File: src/rtl/exc_pkg.sv
// Package: shared encodings and types for the exception entry block.
// Assumes a 32-bit instruction word with the opcode in bits 31:26.
package exc_pkg;

    localparam int INSTR_W = 32;

    localparam logic [5:0] OP_SPECIAL = 6'h00;
    localparam logic [5:0] OP_COP0    = 6'h10;
    localparam logic [5:0] FN_SYSCALL = 6'h0C;
    localparam logic [5:0] FN_BREAK   = 6'h0D;

    // Selected exception source for the current instruction
    typedef enum logic [1:0] {
        CAUSE_NONE = 2'd0,
        CAUSE_TLB  = 2'd1,
        CAUSE_TRAP = 2'd2
    } cause_e;

    // Decoded coprocessor-0 move
    typedef struct packed {
        logic       rd_en;
        logic       wr_en;
        logic [4:0] sel;
    } cp0_op_t;

endpackage

File: src/rtl/exc_decode.sv
// Module: exc_decode
// Decodes the trap instructions and the coprocessor-0 moves from an
// instruction word. All outputs are gated by instr_valid.
// Assumes opcode bits 31:26, function bits 5:0, direction bit 23, rd 15:11.
module exc_decode
    import exc_pkg::*;
(
    input  logic               instr_valid,
    input  logic [INSTR_W-1:0] instr,
    output logic               is_trap,
    output cp0_op_t            cp0_op
);

    logic [5:0] opcode;
    logic [5:0] func;
    logic       unused_fields;

    assign opcode = instr[31:26];
    assign func   = instr[5:0];
    assign unused_fields = ^{instr[25:24], instr[22:16], instr[10:6]};

    // Recognise system call and breakpoint in the special opcode group
    always_comb begin
        is_trap = instr_valid && (opcode == OP_SPECIAL) &&
                  ((func == FN_SYSCALL) || (func == FN_BREAK));
    end

    // Recognise coprocessor-0 moves and their direction
    always_comb begin
        cp0_op.rd_en = instr_valid && (opcode == OP_COP0) && !instr[23];
        cp0_op.wr_en = instr_valid && (opcode == OP_COP0) &&  instr[23];
        cp0_op.sel   = instr[15:11];
    end

endmodule

File: src/rtl/exc_cause_sel.sv
// Module: exc_cause_sel
// Picks at most one exception source per instruction; a TLB miss wins
// over a trap. Assumes is_trap is already gated by instr_valid.
module exc_cause_sel
    import exc_pkg::*;
(
    input  logic   instr_valid,
    input  logic   is_trap,
    input  logic   tlb_miss,
    output logic   take,
    output cause_e cause
);

    // Fixed priority selection of the exception cause
    always_comb begin
        cause = CAUSE_NONE;
        if (instr_valid && tlb_miss) begin
            cause = CAUSE_TLB;
        end else if (is_trap) begin
            cause = CAUSE_TRAP;
        end
        take = (cause != CAUSE_NONE);
    end

endmodule

File: src/rtl/exc_epc_calc.sv
// Module: exc_epc_calc
// Forms the return address to be saved: the word address of pc+4 with
// a delay-slot flag in bit 1 and a trap flag in bit 0.
// Assumes the instruction addresses are word aligned.
module exc_epc_calc #(
    parameter int XLEN = 32
) (
    input  logic [XLEN-1:0] pc,
    input  logic [XLEN-1:0] pc_next,
    input  logic            trap_flag,
    output logic [XLEN-1:0] epc_value
);

    localparam logic [XLEN-1:0] WORD_STEP = XLEN'(4);

    logic [XLEN-1:0] pc_seq;
    logic            in_slot;
    logic            unused_low;

    assign unused_low = ^pc_seq[1:0];

    // Sequential successor and delay-slot detection
    always_comb begin
        pc_seq  = pc + WORD_STEP;
        in_slot = (pc_next != pc_seq);
    end

    // Pack the address with the two flags
    always_comb begin
        epc_value = {pc_seq[XLEN-1:2], in_slot, trap_flag};
    end

endmodule

File: src/rtl/exc_cp0_regs.sv
// Module: exc_cp0_regs
// Holds the status bit, the user-mode flag and the saved return address.
// An exception has precedence over a move-to in the same cycle.
// Assumes wr_en is already gated by instr_valid.
module exc_cp0_regs #(
    parameter int XLEN = 32
) (
    input  logic            clk,
    input  logic            rst_n,
    input  logic            take,
    input  logic [XLEN-1:0] epc_value,
    input  logic            wr_en,
    input  logic [1:0]      wr_bits,
    input  logic            pid_nonzero,
    output logic            status_q,
    output logic            user_q,
    output logic [XLEN-1:0] epc_q
);

    // Register update: reset, exception entry, or move-to
    always_ff @(posedge clk) begin
        if (!rst_n) begin
            status_q <= 1'b0;
            user_q   <= 1'b0;
            epc_q    <= '0;
        end else if (take) begin
            epc_q  <= epc_value;
            user_q <= 1'b0;
        end else if (wr_en) begin
            status_q <= wr_bits[0];
            if (pid_nonzero && wr_bits[1]) begin
                user_q <= 1'b1;
            end
        end
    end

endmodule

File: src/rtl/exc_ctrl.sv
// Module: exc_ctrl (top)
// Exception entry and coprocessor-0 status control. It redirects the fetch
// to VECTOR, squashes the next instruction and cancels the rt write when an
// exception is taken, and it executes the coprocessor-0 moves.
// Assumes one instruction per cycle and word-aligned addresses.
module exc_ctrl #(
    parameter int               XLEN       = 32,
    parameter int               PID_W      = 8,
    parameter logic [XLEN-1:0]  VECTOR     = XLEN'(32'h3C),
    parameter logic [4:0]       STATUS_SEL = 5'd12
) (
    input  logic                clk,
    input  logic                rst_n,
    input  logic                instr_valid,
    input  logic [31:0]         instr,
    input  logic [XLEN-1:0]     pc,
    input  logic [XLEN-1:0]     pc_next,
    input  logic                tlb_miss,
    input  logic [PID_W-1:0]    pid,
    input  logic [XLEN-1:0]     rt_val,
    output logic                redirect_valid,
    output logic [XLEN-1:0]     redirect_pc,
    output logic                squash_next,
    output logic                rt_write_cancel,
    output logic [XLEN-1:0]     cp0_rdata,
    output logic                status,
    output logic                user_mode,
    output logic [XLEN-1:0]     epc
);
    import exc_pkg::*;

    logic            is_trap;
    cp0_op_t         cp0_op;
    logic            take;
    cause_e          cause;
    logic [XLEN-1:0] epc_value;
    logic            pid_nonzero;
    logic            unused_rt;

    assign unused_rt   = ^rt_val[XLEN-1:2];
    assign pid_nonzero = |pid;

    exc_decode u_decode (
        .instr_valid (instr_valid),
        .instr       (instr),
        .is_trap     (is_trap),
        .cp0_op      (cp0_op)
    );

    exc_cause_sel u_cause (
        .instr_valid (instr_valid),
        .is_trap     (is_trap),
        .tlb_miss    (tlb_miss),
        .take        (take),
        .cause       (cause)
    );

    exc_epc_calc #(.XLEN(XLEN)) u_epc (
        .pc        (pc),
        .pc_next   (pc_next),
        .trap_flag (cause == CAUSE_TRAP),
        .epc_value (epc_value)
    );

    exc_cp0_regs #(.XLEN(XLEN)) u_regs (
        .clk         (clk),
        .rst_n       (rst_n),
        .take        (take),
        .epc_value   (epc_value),
        .wr_en       (cp0_op.wr_en),
        .wr_bits     (rt_val[1:0]),
        .pid_nonzero (pid_nonzero),
        .status_q    (status),
        .user_q      (user_mode),
        .epc_q       (epc)
    );

    // Pipeline control outputs for a taken exception
    always_comb begin
        redirect_valid  = take;
        squash_next     = take;
        rt_write_cancel = take;
        redirect_pc     = VECTOR;
    end

    // Move-from read data selection
    always_comb begin
        cp0_rdata = '0;
        if (cp0_op.rd_en) begin
            if (cp0_op.sel == STATUS_SEL) begin
                cp0_rdata = {{(XLEN-1){1'b0}}, status};
            end else begin
                cp0_rdata = epc;
            end
        end
    end

endmodule


File: config.mk
export PLATFORM = sky130hd
export DESIGN_NAME = exc_ctrl
export DESIGN_NICKNAME = d
export VERILOG_FILES = /design/src/rtl/exc_pkg.sv /design/src/rtl/exc_decode.sv /design/src/rtl/exc_cause_sel.sv /design/src/rtl/exc_epc_calc.sv /design/src/rtl/exc_cp0_regs.sv /design/src/rtl/exc_ctrl.sv
export SDC_FILE = /design/constraint.sdc
export NUM_CORES = 1
export LEC_CHECK = 0
export ABC_AREA = 1
export BUFFER_PORTS_ARGS = -buffer_cell sky130_fd_sc_hd__buf_2
export CORE_MARGIN = 4
export CORE_UTILIZATION = 42
export DETAILED_ROUTE_END_ITERATION = 10
export PLACE_DENSITY = 0.8
export SLEW_MARGIN = 15
export SYNTH_ARGS = -nofsm -noshare
export SYNTH_HDL_FRONTEND = slang
export SYNTH_SLANG_ARGS = --single-unit
File: constraint.sdc
create_clock -name clk -period 2.2 [get_ports clk]
set_clock_uncertainty 0.1 [all_clocks]
set_input_delay 0.44 -clock clk [delete_from_list [all_inputs] [get_ports clk]]
set_output_delay 0.44 -clock clk [all_outputs]
set_load 0.05 [all_outputs]
== Yosys cells after proc, flatten, opt, wreduce, memory -nomap -nowiden ==
Index checks and enable logic that the tools add are counted.
Cells by class
  equal/unequal tests: 6
  reduce and logical (&&, ||, !) cells: 15
  $add $sub $neg: 1
  bitwise logic cells: 2
  multiplexer cells: 4
Operators with widths (number)
  two-way mux 32 bit: 2
  adder 32 x 3 -> 32 bit (second input constant): 1
  inequality test 32 bit: 1
  equality test 6 x 4 -> 1 bit (second input constant): 2
  OR reduction 8 bit: 1
  logical AND 1 bit: 7
  equality test 6 x 5 -> 1 bit (second input constant): 1
  logical NOT 6 bit: 1
  equality test 5 x 4 -> 1 bit (second input constant): 1
  two-way mux 2 bit: 2
  AND reduction 2 bit: 2
  equality test 2 bit (second input constant): 1
  NOT 1 bit: 2
  nonzero test 2 bit: 1
  OR reduction 2 bit: 1
  logical NOT 1 bit: 1
  logical OR 1 bit: 1
Word-level totals
  flip-flop bits (word level): 34
  word-level logic and storage cells: 31
  output and inout bits: 101
  bits of input ports: 140

== Depth between registers and ports, before layout ==
Gate-level depths: netlist of the first run.
  word-level depth: 8
  depth in mapped cells: 17
  depth with buffers taken out: 17

== By module ==
From an unflattened synthesis of the first run, not the netlist that was laid out.
Second synthesis, totals
  cell total of the unflattened synthesis: 662
  area, all modules: 3658.5 sq um
By module, submodules not included
  exc_epc_calc: cells each 363, sequential area each 0.0 sq um, area an instance 1680.4 sq um, instances 1
  exc_cp0_regs: cells each 149, sequential area each 680.7 sq um, area an instance 1211.2 sq um, instances 1
  exc_ctrl: cells each 120, sequential area each 0.0 sq um, area an instance 630.6 sq um, instances 1
  exc_decode: cells each 25, sequential area each 0.0 sq um, area an instance 116.4 sq um, instances 1
  exc_cause_sel: cells each 5, sequential area each 0.0 sq um, area an instance 20.0 sq um, instances 1

== Worst setup path after synthesis of the first run ==
No wires, ideal clock.
  path type: input port to output port
  start point: input port instr[26]
  end point: output port cp0_rdata[10]
  required time: 1.660 ns
  stages on the path: 8
  path buffers: 1
  path slack: -0.606 ns
  arrival time: 2.266 ns
  path through: inv_1 nand2_1 nor2_1 inv_1 nor4_1 inv_1 clkbuf_1 nor3_1
Between the ends
  longest elaborated chain between the ends: 4
Ends and longest elaborated chain
  from (decl): RTL line exc_ctrl.sv:15  | input logic [31:0] instr,
  equality test 6 x 5 -> 1 bit: RTL line exc_decode.sv:30  | cp0_op.rd_en = instr_valid && (opcode == OP_COP0) && !instr[23];
  logical AND 1 bit (2 in series): RTL line exc_decode.sv:30
  two-way mux 32 bit: RTL line exc_ctrl.sv:89  | if (cp0_op.rd_en) begin
  to (decl): RTL line exc_ctrl.sv:25  | output logic [XLEN-1:0] cp0_rdata,
No other way between the ends.

== Final worst setup path of the first run ==
  start point: input port instr[27]
  end point: output port cp0_rdata[11]
The elaborated chain is that of the path after synthesis.

==> load_flow_metrics.sql, run 1 <==
INSERT INTO impl_metrics (metric_group, metric, value, unit) VALUES
('status', 'outcome', 'complete, but fails checks', ''),
('status', 'violations', 'setup timing', ''),
('die', 'floorplan.die.height', '98', 'um'),
('sta', 'timing.fmax', '437', 'MHz'),
('synthesis', 'synth-xor-area-share', '1.47', '%'),
('worst_setup_path', 'arrival', '1750', 'ps'),
('grt', 'grt_antenna_before_repair', '1', ''),
('layout', 'area_taken_by_multi_input_logic_gates', '2550', 'um2'),
('sta', 'slew_viol_final', '0', ''),
('grt', 'first_global_vias', '4252', ''),
('die', 'floorplan.initialDensity', '43.6', '%'),
('worst_setup_path', 'timing.critical_path.from_type', 'input port', ''),
('grt', 'track_usage', '25.2', '%'),
('grt', 'grt_start_max_net_pins', '32', ''),
('routing', 'drt-pass1-iter-count', '5', ''),
('synthesis', 'share_of_synthesized_area_spent_on_multiplexers', '0', '%'),
('synthesis', 'post_synth_instance_area', '3400', 'um2'),
('layout', 'layout.cell_area.non_filler', '5410', 'um2'),
('sta', 'layout_worst_path_cycle_share', '104', '%'),
('routing', 'drtIter0Drc', '229', ''),
('synthesis', 'dominantRegCellSynth', 'sky130_fd_sc_hd__dfxtp_1', ''),
('synthesis', 'synth_edf_count', '0', ''),
('synthesis', 'post_synth.cell_area_avg', '5.54', 'um2'),
('synthesis', 'synthCells', '614', ''),
('synthesis', 'synth_compound_gate_area_share', '7.17', '%'),
('die', 'die-area', '9600', 'um2'),
('place', 'half_perimeter_wire_length_of_the_detailed_placement_result', '10.2', 'mm'),
('layout', 'area_growth_syn_to_layout', '59.1', '%'),
('clock_network', 'cts_tree', 'done', ''),
('clock_network', 'tritoncts.num_buffers', '5', ''),
('synthesis', 'yosysSeqAreaShare', '20.0', '%'),
('place', 'portBuffers', '163', ''),
('synthesis', 'postSynth.asyncResetShare', '0', '%'),
('layout', 'final_layout_net_count', '957', ''),
('routing', 'drt-total-wl', '13.1', 'mm'),
('die', 'design.core.area', '7810', 'um2'),
('worst_hold_path', 'holdCritPathClass', 'reg -> reg', ''),
('routing', 'avgRoutedWirePerCell', '14.2', 'um'),
('power', 'power.total', '1890', 'uW'),
('place', 'instance_area_after_placement', '4900', 'um2'),
('layout', 'fillers', '651', ''),
('routing', 'drtAntennaViolNets', '0', ''),
('synthesis', 'synth-seq-cells', '34', ''),
('routing', 'remaining_drc_errors', '0', ''),
('synthesis', 'synthAdderAreaFrac', '0.368', '%'),
('synthesis', 'fraction_of_synthesized_cell_area_taken_by_the_top_area_cell_type', '22.5', '%'),
('run', 'cap_violations', '0', ''),
('sta', 'postLayoutSetupSlackWorst', '-87.7', 'ps'),
('die', 'die-width', '98', 'um'),
('synthesis', 'synth_top_cells_by_area', 'sky130_fd_sc_hd__nand2_1 (23%), sky130_fd_sc_hd__dfxtp_1 (20%), sky130_fd_sc_hd__inv_1 (12%), sky130_fd_sc_hd__buf_4 (7.5%), sky130_fd_sc_hd__nand3_1 (7.1%)', ''),
('worst_setup_path', 'cp_max_fo', '6', ''),
('clock_network', 'cts.clk_slew.worst_paths', '70', 'ps'),
('routing', 'via_count', '4452', ''),
('worst_setup_path', 'path_class', 'in -> out', ''),
('grt', 'grt_pass1_wl', '19.9', 'mm'),
('sta', 'slew-limit-headroom', '55.2', '%'),
('sta', 'hold_ws', '354', 'ps'),
('place', 'place.detailed.instances', '902', ''),
('synthesis', 'post-synth-top-area-cell', 'sky130_fd_sc_hd__nand2_1', ''),
('clock_network', 'number_of_sinks_on_the_clock_net', '34', ''),
('synthesis', 'synthTopCellsByCount', 'sky130_fd_sc_hd__nand2_1 (204), sky130_fd_sc_hd__inv_1 (108), sky130_fd_sc_hd__nor2_1 (55)', ''),
('sta', 'setup_total_negative_slack', '-1210', 'ps'),
('worst_setup_path', 'end_kind', 'primary output', ''),
('sta', 'setup_viol_count_final', '30', ''),
('layout', 'ff_latch_area', '681', 'um2'),
('synthesis', 'synth.lib_cells_used.distinct', '28', ''),
('clock_network', 'htreeDepth', '2', ''),
('synthesis', 'dominant_combinational_cell_family_by_area_after_synthesis', 'simple AND/OR/NAND/NOR gates', ''),
('layout', 'layout-drive-gt1-share', '35.1', '%'),
('synthesis', 'ys.warnings.count', '0', ''),
('power', 'max-vdd-ir-drop', '0.178', 'mV');
cells in the final DEF, fill, tap and decap left out, types with 5 or more instances in the layout:
master,synthesis,layout
sky130_fd_sc_hd__nand2_1,204,199
sky130_fd_sc_hd__buf_2,0,126
sky130_fd_sc_hd__inv_1,108,102
sky130_fd_sc_hd__nor2_1,55,54
sky130_fd_sc_hd__nand3_1,48,47
sky130_fd_sc_hd__buf_4,34,39
sky130_fd_sc_hd__dfxtp_1,34,34
sky130_fd_sc_hd__buf_6,0,33
sky130_fd_sc_hd__conb_1,2,32
sky130_fd_sc_hd__nor3_4,0,30
sky130_fd_sc_hd__o22ai_1,28,28
sky130_fd_sc_hd__nand3b_1,12,12
sky130_fd_sc_hd__nand2_2,7,11
sky130_fd_sc_hd__nor2_4,6,7
sky130_fd_sc_hd__clkbuf_8,0,6
sky130_fd_sc_hd__buf_12,0,6
sky130_fd_sc_hd__o21ai_0,5,5
sequential cells by signal, summed over array words and instances, names as in the netlist:
name             cells
u_regs.epc_q        32
u_regs.status_q      1
u_regs.user_q        1
logic make-up (layout without fill, tap and decap cells):
kind of cell | Yosys count | after routing
simple gates | 378 | 378
buf+inv | 154 | 327
compound gates | 41 | 41
flops | 34 | 34
xor+xnor | 4 | 4
other cells | 2 | 33
fa+ha+maj | 1 | 1
repair_timing:
action,in CTS,in global routing
pin swaps,1,7
endpoints found under the setup margin,32,36
gates cloned,1,2
resized for setup,69,25
setup buffers,1,5
stage by stage:
| stage | utilization (%) | setup slack [ps] |
|---|---|---|
| after floorplan | - | 0.460 |
| after global placement | 62.7 | -194 |
| after detailed placement | 62.7 | -252 |
| after CTS | 67.1 | -81.7 |
| after global routing | 69.3 | -161 |
| final | 69.3 | -87.7 |
worst max-delay path, cell delays in order:
cell and delay (ps):
sky130_fd_sc_hd__buf_6 100, sky130_fd_sc_hd__inv_4 50, sky130_fd_sc_hd__nand2_4 40, sky130_fd_sc_hd__nor2_4 120, sky130_fd_sc_hd__inv_2 60, sky130_fd_sc_hd__nor4_4 150, sky130_fd_sc_hd__bufinv_8 260, sky130_fd_sc_hd__buf_12 150
sky130_fd_sc_hd__nor3_4 190, sky130_fd_sc_hd__buf_6 180
cell type report:
cell class,instances,share of cell area (%)
Antenna cell,1,0.0462
Clock buffer,7,1.59
Clock inverter,1,0.0924
Inverter,109,8.09
Multi-Input combinational cell,456,47.1
Sequential cell,34,12.6
Tap cell,102,2.36
Timing Repair Buffer,210,28.1
final timing paths:
path,slack [ps],end,cells past startpoint,start
hold reg to reg,350,u_regs.user_q,2,u_regs.user_q
hold / removal,350,u_regs.user_q,2,u_regs.user_q
setup / recovery,-90,cp0_rdata[11],10,instr[27]
setup reg to reg,1340,u_regs.epc_q[1],4,u_regs.epc_q[1]
per-layer routing:
| layer | vias up | routed length, um | global-route usage (%) |
|---|---|---|---|
| met2 | 181 | 6690 | 45.5 |
| li1 | 2259 | - | - |
| met5 | - | 0 | 0 |
| met3 | 23 | 884 | 3.29 |
| met1 | 1989 | 5160 | 29.9 |
| met4 | 0 | 326 | 10.2 |
power by group:
part           internal (uW)  switching (uW)  total (uW)
combinational            226             540         766
clock                    252             215         468
sequential               645            15.1         660
No activity file was read; power rests on OpenSTA's default activity.
==> run 2: changes to the inputs <==
--- a/config.mk
+++ b/config.mk
@@ -11,6 +11,7 @@
 export CORE_UTILIZATION = 42
 export DETAILED_ROUTE_END_ITERATION = 10
 export PLACE_DENSITY = 0.8
+export RECOVER_POWER = 25
 export SLEW_MARGIN = 15
 export SYNTH_ARGS = -nofsm -noshare
 export SYNTH_HDL_FRONTEND = slang
==> constraint.sdc (replaced) <==
create_clock -name clk -period 2.4 [get_ports clk]
set_clock_uncertainty 0.1 [all_clocks]
set_input_delay 0.48 -clock clk [delete_from_list [all_inputs] [get_ports clk]]
set_output_delay 0.48 -clock clk [all_outputs]
set_load 0.05 [all_outputs]
==> load_flow_metrics.sql, run 2 (synthesis gave the netlist of run 1 again) <==
INSERT INTO impl_metrics (metric_group, metric, value, unit) VALUES
('power', 'max-vdd-ir-drop', '0.189', 'mV'),
('grt', 'globalRoute.busiestLayer', 'met2', ''),
('clock_network', 'holdBufCountCts', '0', ''),
('power', 'static-leakage-power', '0.00258', 'uW'),
('grt', 'groute.layer.met3.usage', '3.93', '%'),
('die', 'floorplan.initialDensity', '43.6', '%'),
('sta', 'postLayoutSetupSlackWorst', '-41.9', 'ps'),
('worst_hold_path', 'timing.hold.worst_path_depth', '2', ''),
('die', 'top_level_ports', '241', ''),
('power', 'clkPwrFrac', '25.3', '%'),
('routing', 'drt-total-wl', '12.2', 'mm'),
('routing', 'drtIter0Drc', '225', ''),
('grt', 'grt_antenna_before_repair', '0', ''),
('power', 'power_switching', '683', 'uW'),
('sta', 'hold_violations', '0', ''),
('clock_network', 'tritoncts.num_buffers', '5', ''),
('run', 'cap_violations', '0', ''),
('clock_network', 'worst_skew_pair.late_latency', '270', 'ps'),
('layout', 'reg.largest.list', 'u_regs.epc_q (32), u_regs.status_q (1), u_regs.user_q (1)', ''),
('grt', 'use_met1', '28.0', '%'),
('grt', 'overflow', '0', ''),
('sta', 'timing.fmax', '410', 'MHz'),
('worst_setup_path', 'crit_path_max_incr_delay', '260', 'ps'),
('die', 'design.core.area', '7810', 'um2'),
('power', 'power_per_cell_area', '336', 'nW/um2'),
('power', 'power.total', '1680', 'uW'),
('worst_setup_path', 'end_kind', 'primary output', ''),
('clock_network', 'cts_buffer_depth', '2', ''),
('worst_setup_path', 'crit-reg2reg-capture', 'u_regs.epc_q[1]', ''),
('clock_network', 'clk_root_buffer_cell', 'sky130_fd_sc_hd__clkbuf_8', ''),
('status', 'outcome', 'complete, but fails checks', ''),
('worst_setup_path', 'arrival', '1860', 'ps'),
('worst_hold_path', 'timing.hold.worst.start', 'u_regs.user_q', ''),
('place', 'pre_cts_slack', '-170', 'ps'),
('routing', 'drtAntennaViolNets', '0', ''),
('worst_setup_path', 'timing.critical_path.from_type', 'input port', ''),
('layout', 'layout.cells.most_common', 'sky130_fd_sc_hd__nand2_1', ''),
('power', 'share_seq_of_total_power', '36.0', '%'),
('clock_network', 'cts.clk_slew.worst_paths', '70', 'ps'),
('die', 'floorplan.die.height', '98', 'um'),
('place', 'portBuffers', '163', ''),
('place', 'placer_congestion_estimate', '0.892', ''),
('worst_setup_path', 'path_class', 'in -> out', ''),
('grt', 'grt_util_met2', '43.4', '%'),
('routing', 'remaining_drc_errors', '0', ''),
('worst_setup_path', 'r2r.worst_path.cells', '4', ''),
('sta', 'setup_viol_count_final', '14', ''),
('sta', 'hold_ws', '352', 'ps'),
('sta', 'layout_worst_path_cycle_share', '102', '%'),
('sta', 'min_period', '2440', 'ps'),
('clock_network', 'number_of_sinks_on_the_clock_net', '34', ''),
('layout', 'max_flop_register', 'u_regs.epc_q', ''),
('power', 'intPower', '998', 'uW'),
('sta', 'slew-limit-headroom', '58.4', '%'),
('grt', 'grt_pass1_wl', '18.7', 'mm'),
('layout', 'largest_register_ff_count', '32', ''),
('die', 'std_cell_rows', '32', ''),
('place', 'half_perimeter_wire_length_of_the_detailed_placement_result', '10.2', 'mm'),
('die', 'die-area', '9600', 'um2'),
('layout', 'final_layout_net_count', '932', ''),
('die', 'die-width', '98', 'um'),
('worst_setup_path', 'path_cells', 'buf_6 > inv_2 > nand2_2 > nor2_4 > inv_2 > nor4_4 > buf_4 > inv_8 > clkbuf_16 > nor3_4 > buf_6', ''),
('worst_setup_path', 'rr_startpoint', 'u_regs.epc_q[1]', ''),
('routing', 'routed_via_density', '4.83', ''),
('power', 'combinationalPowerShare', '38.7', '%'),
('place', 'instance_area_after_placement', '4600', 'um2'),
('sta', 'worst_max_slew_pin_slew', '627', 'ps'),
('sta', 'slew_viol_final', '0', ''),
('status', 'violations', 'setup timing', ''),
('sta', 'rsz0062_at_grt', 'true', ''),
('worst_setup_path', 'cp_max_fo', '10', ''),
('power', 'sw_frac_of_total', '40.6', '%'),
('grt', 'first_global_vias', '4005', ''),
('grt', 'grt_start_max_net_pins', '23', ''),
('layout', 'layout_common_cells', 'sky130_fd_sc_hd__nand2_1 (202), sky130_fd_sc_hd__buf_2 (112), sky130_fd_sc_hd__inv_1 (103), sky130_fd_sc_hd__nor2_1 (54), sky130_fd_sc_hd__nand3_1 (48)', ''),
('clock_network', 'htreeDepth', '2', ''),
('worst_setup_path', 'crit_slowest_cell', 'sky130_fd_sc_hd__nor4_4', ''),
('layout', 'layout-drive-gt1-share', '30.3', '%'),
('worst_setup_path', 'worst_ep_required_time', '1820', 'ps'),
('routing', 'drt-pass1-iter-count', '5', ''),
('grt', 'track_usage', '23.7', '%'),
('worst_hold_path', 'hold_path_end', 'u_regs.user_q', ''),
('worst_setup_path', 'ff_to_ff_setup_slack', '1570', 'ps'),
('layout', 'antennaDiodeCount', '0', ''),
('routing', 'avgRoutedWirePerCell', '13.6', 'um'),
('worst_hold_path', 'holdCritPathClass', 'reg -> reg', ''),
('clock_network', 'cts_tree', 'done', ''),
('layout', 'area_growth_syn_to_layout', '47.1', '%'),
('routing', 'via_count', '4318', ''),
('layout', 'layout.cell_area.non_filler', '5010', 'um2');
==> run 2: stage by stage <==
step           utilization (%)  std cells  setup TNS, ps
2_1_floorplan                -        644          -2830
3_3_place_gp              58.9        884           -626
3_5_place_dp              58.9        884          -2910
4_1_cts                   61.0        892          -11.0
5_1_grt                   64.1        894          -1580
6_report                  64.1        894           -222
==> run 2: critical path, delay by kind of cell <==
family,cells,cell delay [ps]
buffers and inverters,7,790
AND/OR/NAND/NOR,4,590
==> run 2: routing by layer <==
metal / wire (um) / vias up
met5: 0 / -
met4: 304 / 0
met1: 4780 / 1908
met2: 6170 / 177
met3: 895 / 24
li1: - / 2209
==> run 2: cell type report <==
cell class,instances,area [um2]
inverters,109,417
clock inverters,2,12.5
repair buffers,185,1220
multi-input cells,456,2470
fillers,733,2800
flip-flops and latches,34,681
well taps,102,128
clock buffers,6,82.6
==> run 2: worst max path at each step <==
stage,startpoint,end,slack (ps),cells after the start
after floorplan,instr[26],cp0_rdata[14],-250,8
final,instr[29],cp0_rdata[11],-40,11
after global routing,instr[29],cp0_rdata[11],-120,11
after detailed placement,instr[29],cp0_rdata[24],-170,11
after CTS,instr[29],cp0_rdata[24],-10,11
after global placement,instr[29],cp0_rdata[24],-100,11
==> run 2: timing repair <==
item / 4_1_cts / 5_1_grt
gates resized for setup: 25 / 73
setup buffers: 0 / 1
pin swaps: 0 / 6
endpoints found under the setup margin: 31 / 31
gates cloned: 0 / 1
==> run 2: power by group through the flow <==
stage               clock [uW]  sequential (uW)  combinational [uW]
global route               472              608                 709
global placement             0              616                 626
CTS                        439              604                 640
finish                     426              605                 651
detailed placement           0              616                 636
floorplan                    0              710                 380
